--- config.mk ---
export PLATFORM = sky130hd
export DESIGN_NAME = lamp_sequencer
export DESIGN_NICKNAME = d
export VERILOG_FILES = /design/src/rtl/lamp_seq_pkg.sv /design/src/rtl/lamp_seq_next.sv /design/src/rtl/lamp_seq_reg.sv /design/src/rtl/lamp_sequencer.sv
export SDC_FILE = /design/constraint.sdc
export NUM_CORES = 1
export LEC_CHECK = 0
export ABC_AREA = 1
export BUFFER_PORTS_ARGS = -buffer_cell sky130_fd_sc_hd__buf_2
export CAP_MARGIN = 20
export CORE_AREA = 5 5 42 44
export CTS_CLUSTER_DIAMETER = 80
export DETAILED_ROUTE_END_ITERATION = 8
export DIE_AREA = 0 0 47 49
export GPL_TIMING_DRIVEN = 0
export PLACE_DENSITY = 0.4
export SLEW_MARGIN = 20
export SYNTH_ARGS = -nofsm -noshare
export SYNTH_HDL_FRONTEND = slang
export SYNTH_SLANG_ARGS = --single-unit
--- constraint.sdc ---
create_clock -name clk_i -period 1.1 [get_ports clk_i]
set_input_delay 0.11 -clock clk_i [delete_from_list [all_inputs] [get_ports clk_i]]
set_output_delay 0.11 -clock clk_i [all_outputs]
set_load 0.01 [all_outputs]
--- src/rtl/lamp_seq_pkg.sv ---
`timescale 1ns/1ps
package lamp_seq_pkg;
  localparam int unsigned LAMP_W    = 3;
  localparam int unsigned RED_IDX   = 2;
  localparam int unsigned GREEN_IDX = 1;
  localparam int unsigned AMBER_IDX = 0;

  typedef logic [LAMP_W-1:0] lamp_vec_t;

  localparam lamp_vec_t ST_RED   = lamp_vec_t'(1) << RED_IDX;
  localparam lamp_vec_t ST_GREEN = lamp_vec_t'(1) << GREEN_IDX;
  localparam lamp_vec_t ST_AMBER = lamp_vec_t'(1) << AMBER_IDX;
endpackage

--- src/rtl/lamp_seq_next.sv ---
`timescale 1ns/1ps
// Next-state logic: leave the lit lamp only when its own expiry bit is set.
module lamp_seq_next
  import lamp_seq_pkg::*;
(
  input  lamp_vec_t cur_i,
  input  lamp_vec_t expire_i,
  output lamp_vec_t nxt_o
);
  always_comb begin
    case (cur_i)
      ST_RED:   nxt_o = expire_i[RED_IDX]   ? ST_GREEN : ST_RED;
      ST_GREEN: nxt_o = expire_i[GREEN_IDX] ? ST_AMBER : ST_GREEN;
      ST_AMBER: nxt_o = expire_i[AMBER_IDX] ? ST_RED   : ST_AMBER;
      default:  nxt_o = ST_RED;
    endcase
  end
endmodule

--- src/rtl/lamp_seq_reg.sv ---
`timescale 1ns/1ps
// State flops with asynchronous reset to a parameterised code.
module lamp_seq_reg
  import lamp_seq_pkg::*;
#(
  parameter lamp_vec_t RST_VAL = ST_RED
) (
  input  logic      clk_i,
  input  logic      rst_i,
  input  lamp_vec_t d_i,
  output lamp_vec_t q_o
);
  lamp_vec_t state_q;

  always_ff @(posedge clk_i or posedge rst_i) begin
    if (rst_i) state_q <= RST_VAL;
    else       state_q <= d_i;
  end

  assign q_o = state_q;

  // reset holds the register at its reset code
  assert_reset_code_R1: assert property (@(posedge clk_i)
    rst_i |-> (state_q == RST_VAL));
endmodule

--- src/rtl/lamp_sequencer.sv ---
`timescale 1ns/1ps
module lamp_sequencer
  import lamp_seq_pkg::*;
(
  input  logic clk_i,
  input  logic rst_i,
  input  logic red_done_i,
  input  logic green_done_i,
  input  logic amber_done_i,
  output logic lamp_red_o,
  output logic lamp_amber_o,
  output logic lamp_green_o
);
  lamp_vec_t expire;
  lamp_vec_t state;
  lamp_vec_t state_nxt;

  // Expiry inputs placed at the bit position of the lamp they release.
  assign expire[RED_IDX]   = red_done_i;
  assign expire[GREEN_IDX] = green_done_i;
  assign expire[AMBER_IDX] = amber_done_i;

  lamp_seq_next u_next (
    .cur_i    (state),
    .expire_i (expire),
    .nxt_o    (state_nxt)
  );

  lamp_seq_reg #(.RST_VAL(ST_RED)) u_reg (
    .clk_i (clk_i),
    .rst_i (rst_i),
    .d_i   (state_nxt),
    .q_o   (state)
  );

  // Lamps are the state bits themselves.
  assign lamp_red_o   = state[RED_IDX];
  assign lamp_green_o = state[GREEN_IDX];
  assign lamp_amber_o = state[AMBER_IDX];

  logic on_red, on_green, on_amber;
  assign on_red   = lamp_red_o   && !lamp_green_o && !lamp_amber_o;
  assign on_green = lamp_green_o && !lamp_red_o   && !lamp_amber_o;
  assign on_amber = lamp_amber_o && !lamp_red_o   && !lamp_green_o;

  assert_red_at_reset_R1: assert property (@(posedge clk_i)
    rst_i |-> on_red);

  assert_red_to_green_R2: assert property (@(posedge clk_i) disable iff (rst_i)
    (on_red && red_done_i) |=> on_green);

  assert_green_to_amber_R3: assert property (@(posedge clk_i) disable iff (rst_i)
    (on_green && green_done_i) |=> on_amber);

  assert_amber_to_red_R4: assert property (@(posedge clk_i) disable iff (rst_i)
    (on_amber && amber_done_i) |=> on_red);

  // the lit lamp holds whatever the other expiry inputs do
  assert_red_hold_R5: assert property (@(posedge clk_i) disable iff (rst_i)
    (on_red && !red_done_i) |=> on_red);
  assert_green_hold_R5: assert property (@(posedge clk_i) disable iff (rst_i)
    (on_green && !green_done_i) |=> on_green);
  assert_amber_hold_R5: assert property (@(posedge clk_i) disable iff (rst_i)
    (on_amber && !amber_done_i) |=> on_amber);

  assert_single_lamp_R6: assert property (@(posedge clk_i) disable iff (rst_i)
    ($countones({lamp_red_o, lamp_green_o, lamp_amber_o}) == 1)
      |=> ($countones({lamp_red_o, lamp_green_o, lamp_amber_o}) == 1));

  assert_bad_code_recovers_R7: assert property (@(posedge clk_i) disable iff (rst_i)
    ($countones({lamp_red_o, lamp_green_o, lamp_amber_o}) != 1) |=> on_red);
endmodule

Yosys cells after proc, flatten, opt, wreduce, memory -nomap -nowiden --
Cells that the tools add are included. Widths: inputs -> output; s select.
Operators by class: equality and inequality tests 3, multiplexer cells 4
Operators by type and width (count):
- $pmux 3 s3 | 1
- $mux 3 | 2
- $eq 3x1->1 const B | 1
- $eq 3x2->1 const B | 1
- $eq 3x3->1 const B | 1
- $mux 2 | 1
Storage, ports and cells: flip-flop bits (word level) 3, output and inout bits 3, word-level logic and storage cells 8

Depth between registers and ports, before layout --
depth in word-level cells 2, depth in mapped cells 4

Hierarchy --
Synthesis repeated with hierarchy kept, for this count alone.
Second synthesis, totals: cell total of the unflattened synthesis 19, area, all modules 153.9 um^2
Modules (own cells, without submodules):
- lamp_seq_reg | times used 1, cells an instance 4, area each 80.1 um^2, sequential area each 76.3 um^2
- lamp_seq_next | times used 1, cells an instance 15, area each 73.8 um^2, sequential area each 0.0 um^2

Worst setup path before layout --
No wires, ideal clock.
path kind register to register, start register u_reg.state_q[2], in the netlist u_reg.q_o[2], end register u_reg.state_q[2], in the netlist u_reg.q_o[2], arrival 0.846 ns, required time 1.036 ns, setup slack 0.190 ns, stages on the path, launching flop included 5, path buffers 0, period minus slack after synthesis 0.910 ns, path through dfstp_2 > inv_1 > nand3_1 > nand3_1 > nand3_1
On the way: cells in the longest elaborated chain, start to end 2
Ends and longest elaborated chain:
- start: declaration | line lamp_seq_reg.sv:13 | lamp_vec_t state_q;
- start signal: assignment | line lamp_seq_reg.sv:17 | else state_q <= d_i;
- $eq 3x1->1, or another cell as far along | line lamp_seq_next.sv:11 | case (cur_i)
- $pmux 3 s3 (*) | line lamp_seq_next.sv:11
- via state_nxt[2] | line lamp_sequencer.sv:16 | lamp_vec_t state_nxt;
The timed path passes the listed nets; every way through them passes the cells marked *.

Worst setup path after layout --
start register u_reg.state_q[2], in the netlist u_reg.q_o[2], end output lamp_red_o
RTL lines:
- end: declaration | line lamp_sequencer.sv:10 | output logic lamp_red_o,
No word-level cell between the ends.

==> results.md <==
- The flow ran to the end, and the final reports show no timing, DRC or antenna violations.
- The worst min-delay path category is input pin to flop.
- The power density over the cells is 2634 nW/um^2.
- The weighted congestion at the end of routability-driven global placement is 0.6672.
- Of all cell types, the one taking the most synthesized area is dfrtp_1.
- The number of warning messages in the yosys log is 0.
- The number of max-slew violations in the final report was 0.
- The worst hold path passes through 2 cells.
- Buffers inserted to repair hold after CTS numbered 1.
- The part of the cycle the worst path needs is 93.01%.
- The setup TNS is 0 ns.
- Before CTS, the worst setup slack after placement is 0.1619 ns.
- Input and output buffers added on the ports amount to 7.
- The DRC violation count after routing is 0.
- The clock transition time at the flip-flop clock pins of the worst setup and hold paths is 0.04 ns.
- The number of search-and-repair iterations in the first detailed-routing pass is 3.
- Using the TritonRoute via totals, the vias-per-cell ratio works out to 3.723.
- Data on the critical path arrives at its endpoint at 0.91 ns.
- The static leakage is 0.0001253 uW.
- The first routing iteration left 3 violations.
- The launch point of the worst hold path is amber_done_i.
- The tool flagged a number of max-cap violations equal to 0.
- The register with the most flip-flops in the layout has 3 of them.
- The start point of the critical path is u_reg.q_o[2].
- The TritonCTS sink count is 3.
- The area growth from synthesis to layout is 59.35%.
- The worst register-to-register path begins at u_reg.q_o[2].
- Wires add up to 424 microns.
- The synthesized netlist occupies a cell area of 153.9 sq um.
- After technology mapping, the gate count stands at 19.
- The initial antenna violation count is 0.
- The distinct cell type count after synthesis is 9.
- The maximum cell stage delay along the critical path is 0.55 ns.
- Setup repair after global routing left no endpoint under its margin.
- The layout has 171 filler cells.
- The worst-path cell with the longest stage delay is dfstp_2.
- The kind of end point of the critical path is an output pin.
- For this run the aggregate overflow at the end of global routing stands at 0.
- The worst hold path terminates at u_reg.q_o[0].
- The net count after synthesis is 24.
- Cells fill 17.50% of the core in the end.
- The placeable core region is 1401 sq um.
- The least setup slack across all paths after layout is 0.07684 ns.
- The H-tree depth reported by CTS is 1.
- The global router's overall resource usage is 4.661%.
- The maximum fanout count along the critical path is 4.
- The depth of the most critical reg-to-reg path is 4.
- After legalization and detailed placement, the total HPWL measured 339.1 microns.
- The startpoint kind of the worst setup timing path is a flop.
- The largest net degree at the start of global routing is 6.
- The required time at the endpoint of the critical path is 0.99 ns.
- During I/O placement, the number of pins put on the boundary was 8.
- Ranked by instance count, the synthesized netlist is headed by inv_1 (5), nand3_1 (5), dfrtp_1 (2), nand4_1 (2).
- The quantity of gates resized following cts is 0.
- The top cell type by area accounts for 32.52% of the synthesized area.
- The worst register-to-register path ends at u_reg.q_o[2].
- The number of vias in the routed layout is 175.
- Counting along the longest clock path gives a buffer depth of 2.
- The die outline width is 47 microns.
- Sorting the synthesized cells by area gives the leading types as dfrtp_1 (33%), dfstp_2 (17%), nand3_1 (16%), inv_1 (12%), nand4_1 (8.1%).
- The number of antenna diodes in the final layout is 0.
- For the finished layout, the period the worst path requires is 1.023 ns.
- In this run, CTS created clock tree buffers numbering 3.
- Derived from the worst setup path, the maximum achievable clock frequency is 977.4 MHz.
- Counting flops with a built-in enable in the synthesized netlist gives 0.
- The maximum vdd ir drop is 0.0008921 V.
- The initialized floorplan defines 14 standard-cell rows.
- Across all register-to-register paths, the minimum setup slack is 0.15 ns.
- The routed length per instance is 9.021 microns.
- The critical path is of the flop to output pin type.
- The layout cell share with drive strength beyond 1 is 38.71%.
- The die covers 2303 sq um.
- The critical path goes through buf_2.
- Clock tree synthesis selected as its root buffer the cell clkbuf_4.
- The die is 49 microns tall.
- The first global-routing pass estimated 703 microns of wire.
- The sequential fraction of the synthesis area is 49.59%.
- At the pin with the least slew margin, the transition time is 0.1819 ns.
- For the worst-skew pair, the clock arrives at the later sink with an insertion delay of 0.23 ns.
- Between clock sinks in the finished design, the worst skew comes to 0.002854 ns.
- The average instance area after synthesis is 8.100 sq um.
- The post-synthesis sequential element count is 3.
- The starting density of the core is 10.98%.
- The count of antenna-violating nets left after detailed routing is 0.
- The total buffers and inverters traversed by the critical path is 1.
- The relative max-transition margin is 87.87%.
- The final number of setup-violating endpoints is 0.
- The main flop type after synthesis is dfrtp_1.
- The number of post-CTS setup repair buffers is 0.
- The via count of the first global-routing pass is 180.
- The clock tree from TritonCTS is built.
- Among cell families on the critical path, the largest total delay comes from flip-flops.
- The count of final hold-check violations is 0.
- The final layout contains 37 nets.
- In the synthesized netlist the async set-or-reset flop fraction comes to 100.0%.
==> worst max-delay path by stage <==
stage | to | slack [ns] | cells after the start
after floorplan | u_reg.q_o[2] | 0.19 | 4
after global placement | u_reg.q_o[0] | 0.16 | 3
after detailed placement | u_reg.q_o[2] | 0.16 | 4
after CTS | lamp_red_o | 0.06 | 1
after global routing | lamp_red_o | 0.04 | 1
final | lamp_red_o | 0.08 | 1
==> placed cells by master (no fill, tap or decap) <==
cell type      netlist  final
clkbuf_4             0      3
o22ai_1              1      1
dfstp_2              1      1
dlygate4sd3_1        0      1
nand4_1              2      2
nor2_2               1      1
buf_2                0      7
nand3_1              5      5
clkbuf_1             0      1
o21ai_0              1      1
inv_1                5      5
nand2_1              1      1
dfrtp_1              2      2
==> through the flow <==
step           area [sq um]  power (uW)  instances  hold WS [ns]
5_1_grt               245.2       716.2         47       0.09937
3_5_place_dp          209.0       454.0         42      -0.02152
2_1_floorplan         153.9       366.7         19       -0.1371
4_1_cts               245.2       661.9         47       0.08066
3_3_place_gp          209.0       456.3         42      -0.02129
6_report              245.2       645.9         47       0.08943
==> kinds of logic after synthesis <==
group,Yosys count,synth area share [%]
buf+inv,5,12.20
simple gates,9,30.89
flops,3,49.60
compound gates,2,7.317
==> per-layer routing <==
| metal | share of wire [%] | up-vias | GRT usage (%) |
|---|---|---|---|
| met5 | 0 | - | 0 |
| met4 | 1.2 | 0 | 4.147 |
| met3 | 11 | 2 | 3.321 |
| met2 | 36 | 8 | 4.299 |
| met1 | 51 | 74 | 6.430 |
| li1 | - | 91 | - |
==> cell type report <==
| type | count | area [sq um] | share of cell area [%] |
|---|---|---|---|
| inverters | 5 | 18.77 | 7.653 |
| well taps | 16 | 20.02 | 8.163 |
| repair buffers | 8 | 45.04 | 18.37 |
| flip-flops and latches | 3 | 76.32 | 31.12 |
| multi-input cells | 11 | 58.81 | 23.98 |
| clock buffers | 4 | 26.28 | 10.71 |
==> power breakdown <==
| part | switching (uW) | total, uW | internal [uW] |
|---|---|---|---|
| clock | 55.8 | 192 | 136 |
| sequential | 58.5 | 228 | 170 |
| combinational | 131 | 226 | 94.6 |
(Power assumes the default switching activity.)
